$ cat src/rtl/boot_remap_pkg.sv
// Shared codes and the boot default rule for the remap selector.
// Assumes a 3-bit mode field; codes above RGN_LAST are reserved.
package boot_remap_pkg;
    localparam int MODE_W = 3;

    typedef enum logic [MODE_W-1:0] {
        RGN_MAIN  = 3'd0,
        RGN_SYS   = 3'd1,
        RGN_EXT1  = 3'd2,
        RGN_SRAM  = 3'd3,
        RGN_QSPI  = 3'd4
    } region_e;

    localparam logic [MODE_W-1:0] RGN_LAST = 3'd4;

    // Default mode from strap inputs: lock first, then level, then secondary bit.
    function automatic logic [MODE_W-1:0] boot_default(
        input logic pin, input logic sw_lvl, input logic src_pin,
        input logic second, input logic lock);
        logic lvl;
        lvl = src_pin ? pin : sw_lvl;
        if (lock)       return RGN_MAIN;
        else if (!lvl)  return RGN_MAIN;
        else if (second) return RGN_SYS;
        else            return RGN_SRAM;
    endfunction
endpackage

$ cat src/rtl/boot_sampler.sv
// Samples the boot straps once after reset and emits a one-cycle capture
// pulse with the derived default mode. Assumes synchronous active-low reset.
module boot_sampler
    import boot_remap_pkg::*;
(
    input  logic              clk,
    input  logic              rst_n,
    input  logic              boot_pin,
    input  logic              boot_sw_level,
    input  logic              boot_src_pin,
    input  logic              boot_second,
    input  logic              boot_lock,
    output logic              cap_pulse,
    output logic [MODE_W-1:0] dflt_mode
);
    logic sampled_q;

    // Remembers that the straps were taken since the last reset.
    always_ff @(posedge clk) begin
        if (!rst_n) sampled_q <= 1'b0;
        else        sampled_q <= 1'b1;
    end

    // Pulse during the first cycle with reset released.
    assign cap_pulse = rst_n & ~sampled_q;
    assign dflt_mode = boot_default(boot_pin, boot_sw_level, boot_src_pin,
                                    boot_second, boot_lock);

    // the sampled flag never drops while out of reset.
    assert_sample_once_R2: assert property (@(posedge clk) disable iff (!rst_n)
        sampled_q |=> sampled_q);
    // lock always yields main flash as default.
    assert_lock_main_R6: assert property (@(posedge clk) disable iff (!rst_n)
        boot_lock |-> dflt_mode == RGN_MAIN);
endmodule

$ cat src/rtl/remap_reg.sv
// Holds the remap register image (mode field plus bank bit). Loads the
// sampled default on the capture pulse, otherwise accepts software writes.
// Assumes BANK_POS lies above the mode field and inside DATA_W.
module remap_reg
    import boot_remap_pkg::*;
#(
    parameter int DATA_W   = 32,
    parameter int BANK_POS = 8
) (
    input  logic              clk,
    input  logic              rst_n,
    input  logic              cap_pulse,
    input  logic [MODE_W-1:0] dflt_mode,
    input  logic              wr_en,
    input  logic [DATA_W-1:0] wr_data,
    output logic [DATA_W-1:0] img,
    output logic [MODE_W-1:0] mode,
    output logic              bank
);
    localparam logic [DATA_W-1:0] KEEP_MASK =
        (DATA_W'(1) << BANK_POS) | DATA_W'((1 << MODE_W) - 1);

    logic [DATA_W-1:0] img_q;

    // Register image update: reset, capture, then software writes.
    always_ff @(posedge clk) begin
        if (!rst_n)          img_q <= '0;
        else if (cap_pulse)  img_q <= DATA_W'(dflt_mode);
        else if (wr_en)      img_q <= wr_data & KEEP_MASK;
    end

    assign img  = img_q;
    assign mode = img_q[MODE_W-1:0];
    assign bank = img_q[BANK_POS];

    // capture loads the default, bank cleared, writes discarded.
    assert_capture_load_R2: assert property (@(posedge clk) disable iff (!rst_n)
        cap_pulse |=> (mode == $past(dflt_mode)) && !bank);
    // a write outside capture lands in the field.
    assert_write_land_R8: assert property (@(posedge clk) disable iff (!rst_n)
        (wr_en && !cap_pulse) |=> (mode == $past(wr_data[MODE_W-1:0]))
                                  && (bank == $past(wr_data[BANK_POS])));
    // unused bits remain zero.
    assert_reserved_zero_R10: assert property (@(posedge clk) disable iff (!rst_n)
        !cap_pulse |=> (img & ~KEEP_MASK) == '0);
    // without capture or write the image holds.
    assert_hold_R7: assert property (@(posedge clk) disable iff (!rst_n)
        (!cap_pulse && !wr_en) |=> $stable(img));
endmodule

$ cat src/rtl/zero_decode.sv
// Maps the stored mode code to the region select; reserved codes fall
// back to main flash. Purely combinational.
module zero_decode
    import boot_remap_pkg::*;
(
    input  logic [MODE_W-1:0] mode,
    output logic [MODE_W-1:0] sel
);
    // Pass legal codes, fold reserved ones onto main flash.
    always_comb begin
        if (mode <= RGN_LAST) sel = mode;
        else                  sel = RGN_MAIN;
    end

    // the select never carries a reserved code.
    always_comb begin
        assert_sel_legal_R9: assert (sel <= RGN_LAST);
    end
endmodule

$ cat src/rtl/boot_remap_sel.sv
// Top of the boot source and remap selector. Samples straps after reset,
// holds the software-visible remap register and drives the zero-region
// select and flash bank swap. Synchronous active-low reset.
module boot_remap_sel
    import boot_remap_pkg::*;
#(
    parameter int DATA_W   = 32,
    parameter int BANK_POS = 8
) (
    input  logic              clk,
    input  logic              rst_n,
    input  logic              boot_pin,
    input  logic              boot_sw_level,
    input  logic              boot_src_pin,
    input  logic              boot_second,
    input  logic              boot_lock,
    input  logic              cfg_we,
    input  logic [DATA_W-1:0] cfg_wdata,
    output logic [DATA_W-1:0] cfg_rdata,
    output logic [2:0]        zero_region_sel,
    output logic              flash_bank_swap
);
    logic              cap_pulse;
    logic [MODE_W-1:0] dflt_mode;
    logic [MODE_W-1:0] mode;
    logic              bank;

    boot_sampler u_sampler (
        .clk(clk), .rst_n(rst_n), .boot_pin(boot_pin),
        .boot_sw_level(boot_sw_level), .boot_src_pin(boot_src_pin),
        .boot_second(boot_second), .boot_lock(boot_lock),
        .cap_pulse(cap_pulse), .dflt_mode(dflt_mode)
    );

    remap_reg #(.DATA_W(DATA_W), .BANK_POS(BANK_POS)) u_reg (
        .clk(clk), .rst_n(rst_n), .cap_pulse(cap_pulse), .dflt_mode(dflt_mode),
        .wr_en(cfg_we), .wr_data(cfg_wdata), .img(cfg_rdata),
        .mode(mode), .bank(bank)
    );

    zero_decode u_dec (.mode(mode), .sel(zero_region_sel));

    assign flash_bank_swap = bank;

    // in reset the outputs return to their cleared state next cycle.
    assert_reset_clear_R1: assert property (@(posedge clk)
        !rst_n |=> (cfg_rdata == '0) && (zero_region_sel == 3'd0) && !flash_bank_swap);
    // bank swap mirrors the read-back bank bit.
    assert_bank_mirror_R12: assert property (@(posedge clk) disable iff (!rst_n)
        flash_bank_swap == cfg_rdata[BANK_POS]);
endmodule

$ cat config.mk
export PLATFORM = sky130hd
export DESIGN_NAME = boot_remap_sel
export DESIGN_NICKNAME = d
export VERILOG_FILES = /design/src/rtl/boot_remap_pkg.sv /design/src/rtl/boot_sampler.sv /design/src/rtl/remap_reg.sv /design/src/rtl/zero_decode.sv /design/src/rtl/boot_remap_sel.sv
export SDC_FILE = /design/constraint.sdc
export NUM_CORES = 1
export LEC_CHECK = 0
export BUFFER_PORTS_ARGS = -buffer_cell sky130_fd_sc_hd__clkbuf_2
export CAP_MARGIN = 20
export CORE_MARGIN = 2
export CORE_UTILIZATION = 26
export CTS_CLUSTER_DIAMETER = 60
export DETAILED_ROUTE_END_ITERATION = 10
export PLACE_DENSITY = 0.77
export RECOVER_POWER = 50
export SLEW_MARGIN = 10
export SYNTH_ARGS = -nofsm -noshare
export SYNTH_HDL_FRONTEND = slang
export SYNTH_SLANG_ARGS = --single-unit
$ cat constraint.sdc
create_clock -name clk -period 1.5 [get_ports clk]
set_clock_uncertainty 0.1 [all_clocks]
set_input_delay 0.225 -clock clk [delete_from_list [all_inputs] [get_ports clk]]
set_output_delay 0.225 -clock clk [all_outputs]
set_load 0.02 [all_outputs]
### Word level (Yosys, flattened, before mapping)

Cells that the tools add are included.

* order comparisons: 1
* muxes and demuxes: 8
* bitwise logic cells: 3
* reduce and logical (&&, ||, !) cells: 2

Operators with widths (number)
* $mux W3: 5
* $le A3 B3 Y1 const B: 1
* $mux W1: 2
* $mux W2: 1
* $not A1 Y1: 2
* $reduce_bool A2 Y1: 1
* $reduce_or A2 Y1: 1
* $and A1 B1 Y1: 1

* flip-flop bits (word level): 5
* bits of input ports: 40
* output and inout bits: 36
* logic and storage cells: 17

### Depth between registers and ports, before layout

* depth after elaboration: 4
* gate-level depth with buffers: 3
* mapped depth without buffers: 3

### Cells and area by module

A second synthesis with hierarchy kept.

* cell total of the unflattened synthesis: 58
* area, all modules: 515.5 sq um

By module, submodules not included
* remap_reg: instances 1, cells each 48, area an instance 424.2 sq um, seq. area each 80.1 sq um
* boot_sampler: instances 1, cells each 7, area an instance 61.3 sq um, seq. area each 20.0 sq um
* zero_decode: instances 1, cells each 3, area an instance 30.0 sq um, seq. area each 0.0 sq um

### Least setup slack after synthesis

OpenSTA, ideal clock, no wires.

* path type: register to output
* from: register u_reg.img_q[2] (netlist: u_reg.img[2])
* to: output port zero_region_sel[2]
* arrival time: 1.034 ns
* required time: 1.175 ns
* setup slack: 0.141 ns
* stages on the path, launching flop included: 2
* path buffers: 0
* cell sequence: dfxtp_1 > nor3b_1

* longest elaborated chain between the ends: 2

Ends and longest elaborated chain
* from (decl): line remap_reg.sv:23 `logic [DATA_W-1:0] img_q;`
* from (signal assigned): line remap_reg.sv:28 `else if (cap_pulse) img_q <= DATA_W'(dflt_mode);`
* from (signal assigned): line remap_reg.sv:29 `else if (wr_en) img_q <= wr_data & KEEP_MASK;`
* $le A3 B3 Y1: line zero_decode.sv:11 `if (mode <= RGN_LAST) sel = mode;`
* $mux W3 *: line zero_decode.sv:11
* to (decl): line boot_remap_sel.sv:20 `output logic [2:0] zero_region_sel,`

Mark *: on every way between the ends. The rest lies on a longest branch, timed or not.

### Worst setup path after layout

Ends and elaborated chain as after synthesis.

==> flow_summary.toml <==
[layout]
drive_gt1_frac = 0.267
fin_nets = 116
antenna_cells = 0
area_growth_pct = 5.16
stdcell_count = 91

[setup_path]
rrSetupSlack_ns = 0.37
cp_slowest_stage_delay_ns = 0.38
crit_fanout = 5
cp-end-kind = "output pin"
critPathTopFamily = "flip-flops"
crit_end = "zero_region_sel[2]"
startpoint_type = "flip-flop"
cp.required_ns = 1.17
worst_path_max_delay_cell = "dfxtp_1"
critPathArrivalTime_ns = 1.01
cp-startpoint = "u_reg.img[2]"
crit_type = "flip-flop to output pin"
reg2reg_from = "u_sampler.sampled_q"
cp_cell_sequence = "nor3b_1 -> clkbuf_2"
r2r_cells = 2
critPathBufInv = 1
path_depth = 2
r2r-end = "u_reg.img[1]"

[global_routing]
grt_max_degree = 7
grt_first_pass_wirelength_um = 931
use_met1 = 0.0391
antenna_found_initial = 0
busiest_layer = "met2"
grt_use_met3 = 0.0480
grt_pass1_vias = 256
gr-total-overflow = 0
track_usage = 0.0675
met2_usage = 0.137

[power]
peakVddDrop_uv = 341
p_per_area_mw_per_mm2 = 910
leakage_nw = 0.271

[outcome]
status = "finished, final reports clean"

[timing]
setup_viol = 0
hold_viol_final = 0
fin_crit_sh = 0.891
setup-tns-final_ns = 0
timing.fmax_mhz = 748
rsz0062_at_grt = "no"
finalWorstSetupSlack_ns = 0.163
period_needed_ns = 1.34
drv_slew = 0

[floorplanning]
die_area_mm2 = 0.00202
chipWidth_um = 45.0
rows = 14
io_pins = 76
coreArea_mm2 = 0.00154
die_height_um = 45.0
start_util = 0.283

[place]
dp_hpwl_um = 612
dp_cells = 87
io_buffers = 19
routabilityCongestion = 0.619
dp_worst_setup_slack_ns = 0.339

[cts]
ctsResizeCount = 0
clkSlewWorstSetupHoldPaths_ns = 0.04
cts_root_buf = "clkbuf_4"
holdBufCountCts = 0
cts_tree = "done"
clk_latency_ns = 0.23
htree_levels = 1
cts_setup_buffers = 0
numCtsBuffers = 3
max-clock-path-buffers = 2
cts.sinks = 5

[synth]
yosysTopAreaCellShare = 0.499
seq_area_frac_synth = 0.229
synth_ff_type = "dfxtp_1"
async_flop_share = 0
netlist_area_um2 = 437
synth_top_area_cell = "buf_4"
synth.distinct_cells = 14
yosysMostFrequentCell = "buf_4"
syn_avg_cell_area_um2 = 8.09
ys_warn_count = 0
synth_edf_count = 0
ys_ff_latch = 5
netlist_top_cells_area = "buf_4, dfxtp_1, mux2i_1"
synthTopCellsByCount = "buf_4, dfxtp_1, o21ai_0"
syn_inst = 54

[drt]
viasPerCell = 3.52
vias = 320
initialDrtViolationCount = 2
wl_per_cell_um = 7.34
antenna_left = 0
drc = 0
dr.pass1.iters = 2
routed_wl_um = 668

[run]
drv_cap = 0

[hold_path]
hp-class = "input port to flip-flop"
## cells by family (layout without fill, tap and decap cells)
family                 Yosys count  count (layout)  synth area share
DFF                              5               5             0.229
buffers and inverters           30              24             0.507
other                            1              28           0.00859
muxes                            3               3            0.0688
AOI/OAI and AO/OA                6               6            0.0688
and+or+nand+nor                  9               9             0.118
## power breakdown
part           internal [mW]  total [mW]  leakage [nW]  switching [mW]
combinational         0.0263       0.118         0.214          0.0921
sequential             0.140       0.147        0.0413         0.00639
clock                  0.100       0.153        0.0150          0.0527
## cell usage in the layout (no fill, tap or decap), drive strengths merged
cell	netlist	routed
nor2	2	2
inv	1	1
a21oi	2	2
mux2i	3	3
nor3b	1	1
conb	1	28
or3	1	1
dfxtp	5	5
nand2	1	1
or4	1	1
nor2b	2	2
o21ai	4	4
clkbuf	0	23
nand2b	1	1
## state kept, by name, summed over array words and instances (netlist names)
name	count
u_sampler.sampled_q	1
u_reg.img	4
## routing by layer
layer	up-vias	part of all wire
met5	-	0
met4	0	0
met3	0	0.13
met2	25	0.57
met1	137	0.30
li1	158	-
## worst min path at each step
stage          startpoint                  end  slack, ns  cells past startpoint
2_1_floorplan       rst_n  u_sampler.sampled_q       0.15                      0
3_3_place_gp        rst_n  u_sampler.sampled_q       0.27                      1
3_5_place_dp        rst_n  u_sampler.sampled_q       0.27                      1
4_1_cts             rst_n  u_sampler.sampled_q       0.02                      1
5_1_grt             rst_n  u_sampler.sampled_q       0.05                      1
6_report            rst_n  u_sampler.sampled_q       0.06                      1
## worst reg2reg max path, cell delays in order (launching register included)
cell,delay (ns)
dfxtp_1,0.34
or4_1,0.50
a21oi_1,0.13
## layout make-up
| cell class | instances | area [µm²] |
|---|---|---|
| clock buffer | 4 | 26.3 |
| fill | 172 | 1080 |
| inverter | 1 | 3.75 |
| multi-input combinational | 46 | 216 |
| sequential | 5 | 100 |
| tap | 16 | 20.0 |
| timing repair buffer | 19 | 92.6 |
## stage by stage
step / total power, mW / hold slack [ns] / instance area [µm²] / utilization
2_1_floorplan: 0.295 / 0.153 / 538 / -
3_5_place_dp: 0.267 / 0.268 / 435 / 0.282
3_3_place_gp: 0.266 / 0.268 / 435 / 0.282
4_1_cts: 0.425 / 0.0222 / 462 / 0.300
5_1_grt: 0.448 / 0.0468 / 459 / 0.298
6_report: 0.418 / 0.0564 / 459 / 0.298
No activity file was read; power rests on OpenSTA's default activity.
